--- config.mk ---
export PLATFORM = sky130hd
export DESIGN_NAME = adc_seq_ctrl
export DESIGN_NICKNAME = d
export VERILOG_FILES = /design/src/rtl/adc_seq_pkg.sv /design/src/rtl/adc_shdn_dec.sv /design/src/rtl/adc_ctrl_rx.sv /design/src/rtl/adc_conv_seq.sv /design/src/rtl/adc_dout_sreg.sv /design/src/rtl/adc_seq_ctrl.sv
export SDC_FILE = /design/constraint.sdc
export NUM_CORES = 1
export LEC_CHECK = 0
export BUFFER_PORTS_ARGS = -buffer_cell sky130_fd_sc_hd__buf_2
export CAP_MARGIN = 20
export CORE_MARGIN = 8
export CORE_UTILIZATION = 49
export CTS_CLUSTER_SIZE = 8
export DETAILED_ROUTE_END_ITERATION = 8
export GPL_TIMING_DRIVEN = 1
export PLACE_DENSITY = 0.84
export RECOVER_POWER = 50
export SLEW_MARGIN = 20
export SYNTH_ARGS = -nofsm -noshare
export SYNTH_HDL_FRONTEND = slang
export SYNTH_HIERARCHICAL = 1
export SYNTH_SLANG_ARGS = --single-unit
--- constraint.sdc ---
create_clock -name clk_i -period 1.6 [get_ports clk_i]
set_clock_uncertainty 0.2 [all_clocks]
set_input_delay 0 -clock clk_i [delete_from_list [all_inputs] [get_ports clk_i]]
set_output_delay 0 -clock clk_i [all_outputs]
set_load 0.02 [all_outputs]
--- src/rtl/adc_seq_pkg.sv ---
package adc_seq_pkg;
  typedef enum logic [1:0] {
    SHDN_LOW       = 2'b00,
    SHDN_HIGH      = 2'b01,
    SHDN_FLOAT     = 2'b10,
    SHDN_FLOAT_ALT = 2'b11
  } shdn_e;

  localparam int unsigned NUM_FIELDS = 2;
  localparam int unsigned FLD_PD     = 0;
  localparam int unsigned FLD_MODE   = 1;
endpackage

--- src/rtl/adc_shdn_dec.sv ---
module adc_shdn_dec
  import adc_seq_pkg::*;
(
  input  logic [1:0] shdn_i,
  output logic       hard_down_o,
  output logic       ref_en_o
);
  shdn_e lvl;

  always_comb begin
    lvl         = shdn_e'(shdn_i);
    hard_down_o = 1'b0;
    ref_en_o    = 1'b0;
    unique case (lvl)
      SHDN_LOW:                  hard_down_o = 1'b1;
      SHDN_HIGH:                 ref_en_o    = 1'b0;
      SHDN_FLOAT, SHDN_FLOAT_ALT: ref_en_o   = 1'b1;
      default:                   hard_down_o = 1'b1;
    endcase
  end
endmodule

--- src/rtl/adc_ctrl_rx.sv ---
module adc_ctrl_rx
  import adc_seq_pkg::*;
#(
  parameter int unsigned CTRL_W   = 8,
  parameter int unsigned PD_POS   = 0,
  parameter int unsigned MODE_POS = 1
) (
  input  logic                  clk_i,
  input  logic                  rst_ni,
  input  logic                  clr_i,
  input  logic                  cs_ni,
  input  logic                  din_i,
  input  logic                  listen_i,
  output logic                  start_o,
  output logic                  byte_vld_o,
  output logic [NUM_FIELDS-1:0] fld_o
);
  localparam int unsigned NBITS = CTRL_W - 1;
  localparam int unsigned CNT_W = (NBITS > 1) ? $clog2(NBITS) : 1;
  localparam int unsigned FPOS [NUM_FIELDS] = '{PD_POS, MODE_POS};

  logic             act_q;
  logic [CNT_W-1:0] cnt_q;
  logic             take;

  assign start_o    = listen_i && !act_q && !cs_ni && din_i;
  assign take       = act_q && !cs_ni;
  assign byte_vld_o = take && (cnt_q == CNT_W'(NBITS - 1));

  always_ff @(posedge clk_i or negedge rst_ni) begin
    if (!rst_ni) begin
      act_q <= 1'b0;
      cnt_q <= '0;
    end else if (clr_i) begin
      act_q <= 1'b0;
      cnt_q <= '0;
    end else if (start_o) begin
      act_q <= 1'b1;
      cnt_q <= '0;
    end else if (take) begin
      if (byte_vld_o) act_q <= 1'b0;
      else            cnt_q <= cnt_q + CNT_W'(1);
    end
  end

  // bit index arriving at count c is NBITS-1-c
  for (genvar f = 0; f < NUM_FIELDS; f++) begin : g_fld
    localparam int unsigned AT = NBITS - 1 - FPOS[f];
    logic hit;
    logic val_q;
    assign hit = take && (cnt_q == CNT_W'(AT));
    always_ff @(posedge clk_i or negedge rst_ni) begin
      if (!rst_ni)    val_q <= 1'b0;
      else if (clr_i) val_q <= 1'b0;
      else if (hit)   val_q <= din_i;
    end
    assign fld_o[f] = hit ? din_i : val_q;
  end

  assert_byte_ends_R2: assert property (@(posedge clk_i) disable iff (!rst_ni || clr_i)
    byte_vld_o |=> !act_q);
  assert_start_arms_R2: assert property (@(posedge clk_i) disable iff (!rst_ni || clr_i)
    start_o |=> (act_q && cnt_q == '0));
endmodule

--- src/rtl/adc_conv_seq.sv ---
module adc_conv_seq #(
  parameter int unsigned CONV_CYCLES = 8
) (
  input  logic clk_i,
  input  logic rst_ni,
  input  logic clr_i,
  input  logic cs_ni,
  input  logic start_i,
  input  logic byte_vld_i,
  input  logic pd_i,
  input  logic mode_i,
  output logic busy_o,
  output logic done_o,
  output logic pwr_o
);
  localparam int unsigned CC_W = (CONV_CYCLES > 1) ? $clog2(CONV_CYCLES) : 1;
  localparam logic [CC_W-1:0] LAST = CC_W'(CONV_CYCLES - 1);

  logic            conv_q;
  logic [CC_W-1:0] cnt_q;
  logic            int_q;
  logic            pd_q;
  logic            pwr_q;
  logic            adv;

  assign adv    = int_q || !cs_ni;
  assign done_o = conv_q && adv && (cnt_q == LAST);
  assign busy_o = conv_q;
  assign pwr_o  = pwr_q;

  always_ff @(posedge clk_i or negedge rst_ni) begin
    if (!rst_ni) begin
      conv_q <= 1'b0;
      cnt_q  <= '0;
      int_q  <= 1'b1;
      pd_q   <= 1'b0;
      pwr_q  <= 1'b1;
    end else if (clr_i) begin
      conv_q <= 1'b0;
      cnt_q  <= '0;
      int_q  <= 1'b1;
      pd_q   <= 1'b0;
      pwr_q  <= 1'b1;
    end else begin
      if (byte_vld_i) begin
        conv_q <= 1'b1;
        cnt_q  <= '0;
        int_q  <= mode_i;
        pd_q   <= pd_i;
      end else if (done_o) begin
        conv_q <= 1'b0;
        pwr_q  <= pd_q;
      end else if (conv_q && adv) begin
        cnt_q <= cnt_q + CC_W'(1);
      end
      if (start_i) pwr_q <= 1'b1;
    end
  end

  assert_cnt_bound_R3: assert property (@(posedge clk_i) disable iff (!rst_ni)
    conv_q |-> (cnt_q <= LAST));
  assert_conv_starts_R3: assert property (@(posedge clk_i) disable iff (!rst_ni || clr_i)
    byte_vld_i |=> (conv_q && cnt_q == '0));
  assert_pd0_sleep_R6: assert property (@(posedge clk_i) disable iff (!rst_ni || clr_i)
    (done_o && !pd_q) |=> !pwr_q);
  assert_pd1_awake_R6: assert property (@(posedge clk_i) disable iff (!rst_ni || clr_i)
    (done_o && pd_q) |=> pwr_q);
  assert_ext_hold_R11: assert property (@(posedge clk_i) disable iff (!rst_ni || clr_i)
    (conv_q && !int_q && cs_ni) |=> $stable(cnt_q));
  assert_wake_R7: assert property (@(posedge clk_i) disable iff (!rst_ni || clr_i)
    start_i |=> pwr_q);
endmodule

--- src/rtl/adc_dout_sreg.sv ---
module adc_dout_sreg #(
  parameter int unsigned RES_W = 8
) (
  input  logic             clk_i,
  input  logic             rst_ni,
  input  logic             clr_i,
  input  logic             load_i,
  input  logic             shift_i,
  input  logic [RES_W-1:0] data_i,
  output logic             dout_o
);
  logic [RES_W-1:0] sr_q;
  logic             has_res_q;

  always_ff @(posedge clk_i or negedge rst_ni) begin
    if (!rst_ni) begin
      sr_q      <= '0;
      has_res_q <= 1'b0;
    end else if (clr_i) begin
      sr_q      <= '0;
      has_res_q <= 1'b0;
    end else if (load_i) begin
      sr_q      <= data_i;
      has_res_q <= 1'b1;
    end else if (shift_i) begin
      sr_q <= {sr_q[RES_W-2:0], 1'b0};
    end
  end

  assign dout_o = sr_q[RES_W-1];

  assert_zero_before_result_R4: assert property (@(posedge clk_i) disable iff (!rst_ni)
    !has_res_q |-> !dout_o);
  assert_load_msb_R5: assert property (@(posedge clk_i) disable iff (!rst_ni || clr_i)
    load_i |=> (dout_o == $past(data_i[RES_W-1])));
endmodule

--- src/rtl/adc_seq_ctrl.sv ---
module adc_seq_ctrl
  import adc_seq_pkg::*;
#(
  parameter int unsigned CTRL_W      = 8,
  parameter int unsigned RES_W       = 8,
  parameter int unsigned CONV_CYCLES = 8,
  parameter int unsigned PD_POS      = 0,
  parameter int unsigned MODE_POS    = 1
) (
  input  logic             clk_i,
  input  logic             rst_ni,
  input  logic             cs_ni,
  input  logic             din_i,
  input  logic [1:0]       shdn_i,
  input  logic [RES_W-1:0] sample_i,
  output logic             strobe_o,
  output logic             dout_o,
  output logic             powered_o,
  output logic             ref_en_o
);
  logic                  hard_down;
  logic                  start;
  logic                  byte_vld;
  logic [NUM_FIELDS-1:0] fld;
  logic                  busy;
  logic                  done;
  logic                  pwr;

  adc_shdn_dec u_shdn (
    .shdn_i      (shdn_i),
    .hard_down_o (hard_down),
    .ref_en_o    (ref_en_o)
  );

  adc_ctrl_rx #(
    .CTRL_W   (CTRL_W),
    .PD_POS   (PD_POS),
    .MODE_POS (MODE_POS)
  ) u_rx (
    .clk_i      (clk_i),
    .rst_ni     (rst_ni),
    .clr_i      (hard_down),
    .cs_ni      (cs_ni),
    .din_i      (din_i),
    .listen_i   (!busy),
    .start_o    (start),
    .byte_vld_o (byte_vld),
    .fld_o      (fld)
  );

  adc_conv_seq #(
    .CONV_CYCLES (CONV_CYCLES)
  ) u_conv (
    .clk_i      (clk_i),
    .rst_ni     (rst_ni),
    .clr_i      (hard_down),
    .cs_ni      (cs_ni),
    .start_i    (start),
    .byte_vld_i (byte_vld),
    .pd_i       (fld[FLD_PD]),
    .mode_i     (fld[FLD_MODE]),
    .busy_o     (busy),
    .done_o     (done),
    .pwr_o      (pwr)
  );

  adc_dout_sreg #(
    .RES_W (RES_W)
  ) u_sreg (
    .clk_i   (clk_i),
    .rst_ni  (rst_ni),
    .clr_i   (hard_down),
    .load_i  (done),
    .shift_i (!cs_ni && !busy),
    .data_i  (sample_i),
    .dout_o  (dout_o)
  );

  assign strobe_o  = !busy;
  assign powered_o = pwr && !hard_down;

  assert_hard_abort_R9: assert property (@(posedge clk_i) disable iff (!rst_ni)
    hard_down |=> (strobe_o && !dout_o));
  assert_no_ref_in_down_R10: assert property (@(posedge clk_i) disable iff (!rst_ni)
    !powered_o && pwr |-> !ref_en_o);
endmodule

==> results.txt <==
The run finished, with violations left. The checks that failed: negative setup slack. The number of hold violations in the final report came to 0. The number of storage elements in the synthesis netlist is 21. On the critical path, the stage with the largest delay is an instance of sky130_fd_sc_hd__dfrtp_2.

The total chip power is 1.071 mW. The overflow left after global routing came out at 0. The via count of the first global-routing pass came to 1076. The final critical-path required period came out at 1806 ps. The floorplan step defined a core boundary enclosing 2212 um^2. The die area came out at 4163 um^2.

The min-delay analysis places its worst path in the category input port to flip-flop. The commonest cells after synthesis are 19 x sky130_fd_sc_hd__dfrtp_1, 11 x sky130_fd_sc_hd__nor2b_1, 9 x sky130_fd_sc_hd__a21oi_1, 9 x sky130_fd_sc_hd__mux2i_1, 7 x sky130_fd_sc_hd__a211oi_1. STA classifies the critical path endpoint as a flip-flop. For the pin with the worst max-slew slack, the measured transition is 520.6 ps.

The HPWL after detailed placement came out at 1784 um. Setup repair after global routing could not meet its margin everywhere. In this run the worst setup path begins at u_rx/cnt_q[0]. The element type at the critical path start is a flip-flop. Headroom to the max-slew limit came out at 0.6530. The TritonCTS clock tree is done. The number of buffers created by CTS came out at 3. Traced cell by cell, the critical path runs through inv_2, ha_4, nand4b_1, inv_2, buf_4, mux2i_1, nor2_1. The row count is 17. The number of sinks on the clock net came out at 21. The max capacitance violation total came out at 0. The non-filler instance count after layout is 185.

For this run, the total global-route usage over all layers was measured as 0.1587. The fraction of registers with async set/reset is 1.000. The worst register-to-register path begins at u_rx/cnt_q[0]. The number of max-slew violations in the final report came to 0. The synthesized design spends more area on one cell type than any other, namely sky130_fd_sc_hd__dfrtp_1. The placer congestion estimate came out at 0.7898. The final layout contains routed wiring with a total length of 3452 um. CTS built an H-tree with a depth of 1. STA puts the critical path data required time at 1640 ps.

By area the synthesized netlist is led by sky130_fd_sc_hd__dfrtp_1 41%, sky130_fd_sc_hd__mux2i_1 7.8%, sky130_fd_sc_hd__nor2b_1 6.0%, sky130_fd_sc_hd__ha_1 5.4%, sky130_fd_sc_hd__a211oi_1 4.6%. The count of nets after finishing is 177. Together, buffers and inverters on the worst path number 3.

The most numerous cell type found on the critical path is sky130_fd_sc_hd__inv_2. Entering global routing, the biggest net connects 22 pins. The final setup slack of the worst path is -205.9 ps. The unique cell type count in the Yosys netlist is 30. The total leakage power came out at 0.7834 nW. The maximum fanout count along the critical path is 5.

The maximum achievable frequency is 553.7 MHz. The synthesis warning total is 6. Broken down by cell family, the worst path's largest delay share belongs to flip-flops.

The first global-routing pass estimated 5181 um of wire. The most common cell in the synthesized netlist is sky130_fd_sc_hd__dfrtp_1. After detailed routing, the number of remaining DRC violations is 0. The finished cells cover 1754 um^2.

The detailed-routing iteration count for the pre-antenna-repair pass is 4. The number of nets still failing antenna checks after routing is 0. The I/O pin count came out at 18. The die width came out at 64.52 um. By startpoint and endpoint, the worst setup path is classified as flip-flop to flip-flop.

The clock-pin slew on the worst setup and hold paths is 130 ps. Input and output buffers added on the ports amount to 17. The proportion of layout cells with a drive suffix above 1 came out at 0.5096. The die is 64.52 um tall. In this run the cell area of the synthesized design comes to 1154 um^2.

The arrival time at the worst endpoint is 1850 ps. The final clock period utilization by the worst path came out at 1.129. The number of antenna repair diodes is 0. The clock latency of the later-clocked register in the worst-skew pair is 330 ps. For this run, the register share of the synthesized area comes to 0.4577. The initial utilization of the core area, before any placement, comes to 0.5215. The area growth from synthesis to layout is 52.06%. Dividing the detail-routed via count by the number of cells gives 5.800. The largest buffer count on any clock path came out at 2.

The number of instances in the synthesized netlist came out at 108. The worst stage delay on the critical path is 470 ps. The clock root buffer is sky130_fd_sc_hd__clkbuf_4. The placed standard-cell area came out at 1360 um^2.

The detailed router placed 1073 vias in this run. The routed wire length per instance is 18.66 um. The average instance in the mapped netlist occupies 10.68 um^2. The share of synthesized area in the top cell type comes to 0.4121.

The number of enable-type register cells in the synthesized netlist is 0. The worst hold path begins at sample_i[7]. Once placement completed, the tool counted placed cells totaling 162. VDD sags by at most 0.0005117 V. The power density of the placed cells is 610.8 nW/um^2. In the synthesized netlist the dominant register cell turns out to be sky130_fd_sc_hd__dfrtp_1.

The DRC marker count from the first detailed-route iteration came out at 47. The post-synthesis net count is 127. The number of antenna violations at the first check in global routing is 0. Setup violations remaining at the end of the flow were counted as 15.
## state kept, by name (all words and copies together) (netlist names)
signal and count:
u_sreg/sr_q 8, u_conv/pwr_o 1, u_conv/int_q 1, u_rx/cnt_q 3
u_conv/busy_o 1, u_conv/cnt_q 3, u_rx/g_fld.val_q 2, u_conv/pd_q 1
u_rx/act_q 1
## cells in the final DEF (no fill, tap or decap), types with 4 or more instances in the layout
cell type                       Yosys  routed
sky130_fd_sc_hd__a211oi_2           0       6
sky130_fd_sc_hd__inv_2              0       4
sky130_fd_sc_hd__dfrtp_1           19      18
sky130_fd_sc_hd__buf_4              0      14
sky130_fd_sc_hd__nor2_1             5       4
sky130_fd_sc_hd__nor2b_1           11       5
sky130_fd_sc_hd__a21oi_1            9       4
sky130_fd_sc_hd__a21oi_2            0       5
sky130_fd_sc_hd__mux2i_1            9       9
sky130_fd_sc_hd__nor2b_4            2       8
sky130_fd_sc_hd__dlygate4sd3_1      0      14
sky130_fd_sc_hd__buf_2              0      14
## stage by stage
stage                     utilization  setup WS, ps  hold slack [ps]  TNS, ps
after floorplan                     -        -19.60           -495.6   -42.92
after global placement         0.6148        -59.51           -221.7   -312.6
after detailed placement       0.6148        -109.3           -212.9   -965.7
after CTS                      0.7387        -112.1            254.9   -612.2
after global routing           0.7930        -296.0            284.1    -2480
final                          0.7930        -205.9            281.9    -1588
## per-layer routing
metal  vias up  wire length [um]  track usage
met2        34              1819       0.2882
met3        16               124      0.02577
met5         -                 0            0
met4         0               121      0.07357
li1        482                 -            -
met1       541              1387       0.1760
## worst min-delay path: cells and delay by family
family                 cells  cell delay, ps
buffers and inverters      2             650
and+or+nand+nor            1             100
AOI/OAI and AO/OA          1              50
## where the power goes
| part | switching (mW) | leakage, nW | total, mW | internal [mW] |
|---|---|---|---|---|
| Sequential | 0.0222 | 0.282 | 0.567 | 0.545 |
| Clock | 0.189 | 0.0177 | 0.283 | 0.0941 |
| Combinational | 0.102 | 0.483 | 0.222 | 0.119 |
| Total | 0.313 | 0.783 | 1.07 | 0.758 |
## cell families after synthesis
kind of cell / synth area share
buffers and inverters: 0.04121
and+or+nand+nor: 0.2202
AOI/OAI and AO/OA: 0.1291
DFF: 0.4577
muxes: 0.09762
adders and majority gates: 0.05423
## layout make-up
type                       instances  area, um^2
multi-input combinational         78       778.2
sequential                        21       529.3
timing repair buffer              48       361.6
clock inverter                     1       5.005
fill                             130       457.9
inverter                           6       22.52
clock buffer                       3       22.52
tap                               28       35.03
## repair_timing
item / CTS / global route
pin swaps: 10 / 11
setup endpoints to repair: 15 / 18
endpoints found under the hold margin: 39 / 0
setup buffers: 4 / 2
gates resized for setup: 17 / 30
cloned: 0 / 0
hold buffers: 14 / 0
## final timing paths
check                      slack [ps]  cells after the start             end
max reg2reg                      -210                      7     u_conv/pd_q
max                              -210                      7     u_conv/pd_q
min in group asynchronous         500                      3     u_conv/pd_q
max in group asynchronous         310                      3   u_rx/cnt_q[0]
min                               280                      4  u_sreg/sr_q[7]
min reg2reg                       380                      2     u_conv/pd_q
Note: power is estimated with default switching activity, not from simulation.
